File: src/rtl/sop_pkg.sv
`timescale 1ns/1ps
package sop_pkg;

  typedef enum logic {
    FIRST_IN_SUM    = 1'b0,
    FIRST_AS_ENABLE = 1'b1
  } first_term_use_e;

  // One signal's contribution to a product term: a connected literal
  // that is not satisfied forces the term low; both connected forces low.
  function automatic logic literal_ok(input logic use_true,
                                      input logic use_inv,
                                      input logic value);
    logic blocked;
    blocked = (use_true & ~value) | (use_inv & value);
    return ~blocked;
  endfunction

  // Sum of one group, given its first term, the remaining terms and mode.
  function automatic logic group_sum(input logic first,
                                     input logic rest_any,
                                     input first_term_use_e use_sel);
    logic first_part;
    first_part = (use_sel == FIRST_IN_SUM) ? first : 1'b0;
    return first_part | rest_any;
  endfunction

endpackage

File: src/rtl/sop_map_store.sv
`timescale 1ns/1ps
module sop_map_store #(
  parameter int MAP_BITS = 2048
) (
  input  logic                clk,
  input  logic                rst_n,
  input  logic                shift_en,
  input  logic                shift_bit,
  output logic [MAP_BITS-1:0] map
);

  // Shift toward bit 0 so the first bit sent ends at index 0.
  logic [MAP_BITS-1:0] map_q;
  logic [MAP_BITS-1:0] map_shifted;

  assign map_shifted = {shift_bit, map_q[MAP_BITS-1:1]};

  always_ff @(posedge clk or negedge rst_n) begin
    if (!rst_n) begin
      map_q <= '0;
    end else if (shift_en) begin
      map_q <= map_shifted;
    end
  end

  assign map = map_q;

endmodule

File: src/rtl/sop_term_plane.sv
`timescale 1ns/1ps
module sop_term_plane #(
  parameter int N_SIG  = 16,
  parameter int N_TERM = 64,
  localparam int N_COL    = 2 * N_SIG,
  localparam int MAP_BITS = N_COL * N_TERM
) (
  input  logic [N_SIG-1:0]    sig,
  input  logic [MAP_BITS-1:0] map,
  output logic [N_TERM-1:0]   terms
);

  for (genvar t = 0; t < N_TERM; t++) begin : g_term
    logic [N_COL-1:0] row;
    logic             acc;

    assign row = map[t*N_COL +: N_COL];

    always_comb begin
      acc = 1'b1;
      for (int s = 0; s < N_SIG; s++) begin
        acc = acc & sop_pkg::literal_ok(row[2*s], row[2*s+1], sig[s]);
      end
    end

    assign terms[t] = acc;
  end

endmodule

File: src/rtl/sop_or_plane.sv
`timescale 1ns/1ps
module sop_or_plane #(
  parameter int N_GRP     = 8,
  parameter int GRP_TERMS = 8,
  localparam int N_TERM   = N_GRP * GRP_TERMS,
  localparam int N_REST   = GRP_TERMS - 1
) (
  input  logic [N_TERM-1:0] terms,
  input  logic [N_GRP-1:0]  mode,
  input  logic              hold_zero,
  output logic [N_GRP-1:0]  first_term,
  output logic [N_GRP-1:0]  rest_any,
  output logic [N_GRP-1:0]  sum,
  output logic [N_GRP-1:0]  en
);

  for (genvar g = 0; g < N_GRP; g++) begin : g_grp
    logic [N_REST-1:0]         rest;
    logic                      raw_sum;
    sop_pkg::first_term_use_e  use_sel;

    assign first_term[g] = terms[g*GRP_TERMS];
    assign rest          = terms[g*GRP_TERMS+1 +: N_REST];
    assign rest_any[g]   = |rest;
    assign use_sel       = sop_pkg::first_term_use_e'(mode[g]);
    assign raw_sum       = sop_pkg::group_sum(first_term[g], rest_any[g], use_sel);

    assign sum[g] = raw_sum & ~hold_zero;
    assign en[g]  = first_term[g] & ~hold_zero;
  end

endmodule

File: src/rtl/sop_array.sv
`timescale 1ns/1ps
module sop_array #(
  parameter int N_DED     = 8,
  parameter int N_GRP     = 8,
  parameter int GRP_TERMS = 8,
  localparam int N_SIG    = N_DED + N_GRP,
  localparam int N_COL    = 2 * N_SIG,
  localparam int N_TERM   = N_GRP * GRP_TERMS,
  localparam int MAP_BITS = N_COL * N_TERM
) (
  input  logic             clk,
  input  logic             rst_n,
  input  logic             cfg_load_en,
  input  logic             cfg_data,
  input  logic [N_DED-1:0] ded_in,
  input  logic [N_GRP-1:0] fb_in,
  input  logic [N_GRP-1:0] grp_mode,
  output logic [N_GRP-1:0] sum_out,
  output logic [N_GRP-1:0] en_term
);

  // Named internal wires, visible to the bound checker.
  logic [MAP_BITS-1:0] cfg_map;
  logic [N_SIG-1:0]    array_sig;
  logic [N_TERM-1:0]   term_vec;
  logic [N_GRP-1:0]    grp_first;
  logic [N_GRP-1:0]    grp_rest_any;

  assign array_sig = {fb_in, ded_in};

  sop_map_store #(
    .MAP_BITS (MAP_BITS)
  ) u_store (
    .clk       (clk),
    .rst_n     (rst_n),
    .shift_en  (cfg_load_en),
    .shift_bit (cfg_data),
    .map       (cfg_map)
  );

  sop_term_plane #(
    .N_SIG  (N_SIG),
    .N_TERM (N_TERM)
  ) u_terms (
    .sig   (array_sig),
    .map   (cfg_map),
    .terms (term_vec)
  );

  sop_or_plane #(
    .N_GRP     (N_GRP),
    .GRP_TERMS (GRP_TERMS)
  ) u_or (
    .terms      (term_vec),
    .mode       (grp_mode),
    .hold_zero  (cfg_load_en),
    .first_term (grp_first),
    .rest_any   (grp_rest_any),
    .sum        (sum_out),
    .en         (en_term)
  );

endmodule

File: config.mk
export PLATFORM = sky130hd
export DESIGN_NAME = sop_array
export DESIGN_NICKNAME = d
export VERILOG_FILES = /design/src/rtl/sop_pkg.sv /design/src/rtl/sop_map_store.sv /design/src/rtl/sop_term_plane.sv /design/src/rtl/sop_or_plane.sv /design/src/rtl/sop_array.sv
export SDC_FILE = /design/constraint.sdc
export NUM_CORES = 2
export LEC_CHECK = 0
export BUFFER_PORTS_ARGS = -buffer_cell sky130_fd_sc_hd__buf_4
export CORE_UTILIZATION = 63
export DETAILED_ROUTE_END_ITERATION = 6
export MAX_ROUTING_LAYER = met4
export PLACE_DENSITY_LB_ADDON = 0.12
export RECOVER_POWER = 100
export SETUP_SLACK_MARGIN = 0.2
export SLEW_MARGIN = 10
export SYNTH_ARGS = -nofsm -noshare
export SYNTH_HDL_FRONTEND = slang
export SYNTH_SLANG_ARGS = --single-unit
File: constraint.sdc
create_clock -name clk -period 1.67 [get_ports clk]
set_input_delay 0.0835 -clock clk [delete_from_list [all_inputs] [get_ports clk]]
set_output_delay 0.0835 -clock clk [all_outputs]
set_load 0.02 [all_outputs]
* Yosys cells after proc, flatten, opt, wreduce, memory -nomap -nowiden *
Index checks and enable logic that the tools add are counted.

operators by class
  add/subtract/negate cells = 0
  multipliers = 0
  div/mod/pow operators = 0
  $lt $le $gt $ge = 0
  equality and inequality tests = 0
  shift operators = 0
  mux-type cells = 8
  bitwise logic cells = 5097
  reduce and logical (&&, ||, !) cells = 8

operators by type and width
  operator            count
  AND 1 bit           3024
  inverter 1 bit      1041
  bitwise OR 1 bit    1032
  OR reduction 7 bit  8
  two-way mux 1 bit   8

storage, ports and cells
  bits in registers = 2048
  bits in latches = 0
  memory bits (writable) = 0
  memory bits (read-only) = 0
  input bits = 28
  output and inout bits = 16
  logic and storage cells = 5114
  memories kept = 0

* Depth between registers and ports, before layout *
  word-level depth = 22
  gate-level depth with buffers = 8
  mapped depth without buffers = 5

* By module *
Synthesis repeated with hierarchy kept, for this count alone.

second synthesis, totals
  cells, all modules = 5901
  area, all modules = 99142.6 µm²

modules (own cells, without submodules)
  module          instances  cells each  area each (µm²)  sequential area each (µm²)
  sop_map_store   1          4324        84572.4          51249.2
  sop_term_plane  1          1520        14108.5          0.0
  sop_or_plane    1          57          461.7            0.0

* Worst setup path after synthesis *
OpenSTA, ideal clock, no wires.

  path type = in2out
  from = input port fb_in[5]
  to = output port sum_out[1]
  arrival = 1.551 ns
  data required time = 1.586 ns
  slack = 0.035 ns
  cell stages on the path = 7
  path buffers = 2
  cell sequence = buf_4 > buf_2 > mux2i_1 > nand4_1 > nor4_1 > nor3_1 > a31oi_1

on the way
  word-level cells in the longest chain between the ends = 10
  elaborated cells on any way between the ends = 61
  classes of those cells = 1 x mux; 59 x bitwise; 1 x reduce/logical

RTL lines
  element                                                         line                               source
  start, declared                                                 sop_array.sv:16                    input logic [N_GRP-1:0] fb_in,
  inverter 1 bit                                                  sop_pkg.sv:15                      blocked = (use_true & ~value) | (use_inv & value);
  AND 1 bit                                                       sop_pkg.sv:15
  bitwise OR 1 bit                                                sop_pkg.sv:15
  inverter 1 bit                                                  sop_pkg.sv:16                      return ~blocked;
  AND 1 bit (3 in series)                                         sop_term_plane.sv:22               acc = acc & sop_pkg::literal_ok(row[2*s], row[2*s+1], sig[s]);
  OR reduction 7 bit / two-way mux 1 bit (equally long branches)  sop_or_plane.sv:24, sop_pkg.sv:24
  bitwise OR 1 bit *                                              sop_pkg.sv:25                      return first_part | rest_any;
  AND 1 bit *                                                     sop_or_plane.sv:28                 assign sum[g] = raw_sum & ~hold_zero;
  end, declared                                                   sop_array.sv:18                    output logic [N_GRP-1:0] sum_out,

Every way passes the cells marked *; elsewhere a longest branch is shown, timed or not.

* Worst setup path in the final report *
  from = register u_store.map_q[1554] (netlist: u_store.map[1554])
  to = output port sum_out[6]

on the way
  word-level cells in the longest chain between the ends = 13

RTL lines
  element                  line                  source
  start, declared          sop_map_store.sv:13   logic [MAP_BITS-1:0] map_q;
  start signal, assigned   sop_map_store.sv:22   map_q <= map_shifted;
  AND 1 bit                sop_pkg.sv:15
  bitwise OR 1 bit         sop_pkg.sv:15
  inverter 1 bit           sop_pkg.sv:16
  AND 1 bit (7 in series)  sop_term_plane.sv:22
  two-way mux 1 bit        sop_pkg.sv:24         first_part = (use_sel == FIRST_IN_SUM) ? first : 1'b0;
  bitwise OR 1 bit         sop_pkg.sv:25
  AND 1 bit                sop_or_plane.sv:28

No other way between the ends.

==> metrics.txt <==
CTS Root Cell=clkbuf_16; hold violation count in the final report=0; Die W=between 300 and 400 um; gpl congestion=approximately 0.82; Largest register FFs=slightly above 2000; Crit Path Max Fanout=2; Post-Synthesis Cell Area=around 89000 sq um; port bufs=between 40 and 50; Post-DP Area=102400 sq um; Hold Path Origin=cfg_data; synthesis-to-layout area growth=23.09%; htree depth=4; final setup vio count=1800; Initial Util=a little under two thirds; Clk Latency, worst-skew pair=0.81 ns; Int Pwr=80.34 mW; antenna violations before repair=0; worst reg2reg startpoint=u_store.map[1293]$_DFFE_PN0P_; Slew headroom=between 30 and 40%; Yosys top cell area share=57.64%; # rows=between 100 and 150; RSZ-0062 raised after global routing=yes; synth unique cells=22; worst hold path class=in2reg; Synth Register Bits=around 2000; clk_skew=0.01754 ns; CTS Buf Count=slightly above 200; Worst Hold Margin=roughly 0.13 ns; Die ar.=roughly 140000 sq um; crit path launch type=register; CTS tree=built; first-pass GRT wire length=330400 um; switch share=around 22%; Max Cap Violations=0; DRT iter0 DRCs=3156; Psw=23.15 mW; CTS clk-pin slew, worst paths=roughly 0.060 ns; post-DR wirelength/cell=roughly 22 um; cell taking the most area after synthesis=dfrtp_1; vias in the first global route=57820; Final period util=176.0%; Logic pwr share=between 6 and 7%; total track usage=a little under a third; top cells by area, synth=dfrtp_1 (58%), mux2_2 (26%), mux2i_1 (12%), nand4_1 (1.6%), buf_2 (1.5%); drt via density=~5.8; layout cells sized above 1=a little over half; Net Count, Synth=about 6000; violated checks=negative setup slack; first drt pass iteration count=7; outcome=complete, but fails checks; DRT antenna net count=0; clk buf depth=3; YS warnings=0; largest net degree at the start of global routing=111; Critical Path AT=about 2.9 ns; DRC=0; Max Transition Viols Final=0; Final HPWL DP=around 140000 um; Post-Layout Inst Area=~110000 sq um; via count=approximately 53000; total grt overflow=0; CP startpoint=u_store.map[1554]$_DFFE_PN0P_; Max Clk Rate=~340 MHz; Pwr Density=945.6 nW/um^2; min cycle time layout=just under 3 ns; Mean Syn Cell Area=around 15 sq um; Die Span Y=~380 um; Ports=between 40 and 50; WL final=slightly above 200000 um; VDD IR max=about 0.97 mV; critical path required time=around 1.6 ns; PnR worst setup slack=-1.269 ns; kind of critical path=reg2out; nets@finish=just over 7000; Sink Count=a little over 2000; Seq/Total Area, Yosys=57.64%; Seq pwr share=between 40% and 50%; area of the core=139700 sq um; LEAKAGE=58.95 nW; worst slew pin tran=between 1 and 1.5 ns; Syn Inst Count=between 5000 and 6000; CP endpoint kind=output pin; Clk pwr share=45.3%
power groups by stage:
| stage | Clock (mW) | Sequential (mW) | Combinational, mW |
|---|---|---|---|
| finish | 46.9 | 50.1 | 6.48 |
| global route | 49.5 | 50.1 | 6.87 |
| CTS | 47.6 | 50.1 | 6.73 |
| detailed placement | 0 | 51.0 | 6.62 |
| global placement | 0 | 51.0 | 6.53 |
| floorplan | 0 | 51.0 | 3.19 |
cells in the mapped netlist:
cell       instances
buf_6             37
nor4_2             2
a211oi_1           2
mux2i_1         1024
inv_1              7
a21oi_1            6
a31oi_1            8
nor4_1            61
buf_4             17
a2111oi_0          1
buf_2            266
nand4_1          226
nand2_1           60
buf_1              7
nor2b_1            8
nor2_1            18
clkbuf_1          15
a221oi_1           7
mux2_2          2048
nor3_1             6
nand2b_1           1
dfrtp_1         2048
per-layer routing:
layer  wire length, um  vias up  GRT usage (%)
met4              4923        0          7.731
met3              6383      331          3.547
met2            102100      697          49.70
li1                  -    24380              -
met5                 0        -              -
met1             92610    28010          41.57
placed cells by master, fill, tap and decap left out, types with 6 or more instances in the layout:
cell type     n
a21oi_1       6
a221oi_2      6
a31oi_4       7
buf_12      128
buf_2         8
buf_4      1184
buf_6        67
bufinv_16    14
clkbuf_1     74
clkbuf_16   210
clkbuf_2     44
clkbuf_4     17
clkbuf_8     59
clkinv_2     23
dfrtp_1    2046
inv_1         7
inv_6         6
mux2_2     2046
mux2i_1    1010
mux2i_2      11
nand2_1      60
nand4_1     226
nor2_1       18
nor2b_4       8
nor3_1        6
nor4_1       48
nor4_2        7
nor4_4        8
critical path, stage by stage (launching register included):
cell and delay, ns:
dfrtp_2 0.45, mux2i_4 0.21, nand4_1 0.16, nor4_4 0.38, buf_6 0.18, a221oi_4 0.09
buf_6 0.17, a31oi_4 0.22, buf_6 0.16
repair_timing:
action / CTS / global route
setup buffers: 12 / 8
pin swaps: 30 / 15
endpoints found under the hold margin: 2274 / 0
gates cloned: 0 / 0
resized for setup: 74 / 26
endpoints found under the setup margin: 16 / 2056
hold buffers: 6 / 0
cells by family (layout without fill, tap and decap cells):
family | count (synthesis) | in the layout | share of synthesized area (%)
AO/OA/AOI/OAI | 24 | 24 | 0.1858
flip-flops | 2048 | 2048 | 57.64
AND/OR/NAND/NOR | 382 | 382 | 2.474
other | 0 | 1 | 0
multiplexers | 3072 | 3072 | 37.47
buffers and inverters | 349 | 1852 | 2.232
per-stage QoR:
step	total power [mW]	setup slack (ns)	utilization [%]	cells	setup TNS (ns)
6_report	103.5	-1.269	78.34	9255	-754.97
2_1_floorplan	54.19	0.1914	-	5875	0
3_3_place_gp	57.54	-0.8794	73.30	8855	-8.144
3_5_place_dp	57.65	-0.8957	73.30	8855	-8.379
5_1_grt	106.5	-1.299	78.33	9254	-773.99
4_1_cts	104.4	-1.301	78.66	9247	-410.17
final timing paths:
path | slack, ns | to | cells after the start
max | -1.27 | sum_out[6] | 8
min | 0.13 | u_store.map[2047]$_DFFE_PN0P_ | 3
max reg2reg | 0.53 | u_store.map[1292]$_DFFE_PN0P_ | 4
min reg2reg | 0.51 | u_store.map[0]$_DFFE_PN0P_ | 1
max in group asynchronous | 0.07 | u_store.map[148]$_DFFE_PN0P_ | 4
min in group asynchronous | 0.62 | u_store.map[43]$_DFFE_PN0P_ | 3
final cells by class:
class	count	area [sq um]
Tap cell	1876	2347
Sequential cell	2048	51250
Antenna cell	1	2.502
Multi-Input combinational cell	3478	36160
Clock buffer	325	6247
Fill cell	8318	30270
Timing Repair Buffer	1471	12760
Inverter	7	26.28
Clock inverter	49	645.6
Note: power is estimated with default switching activity, not from simulation.
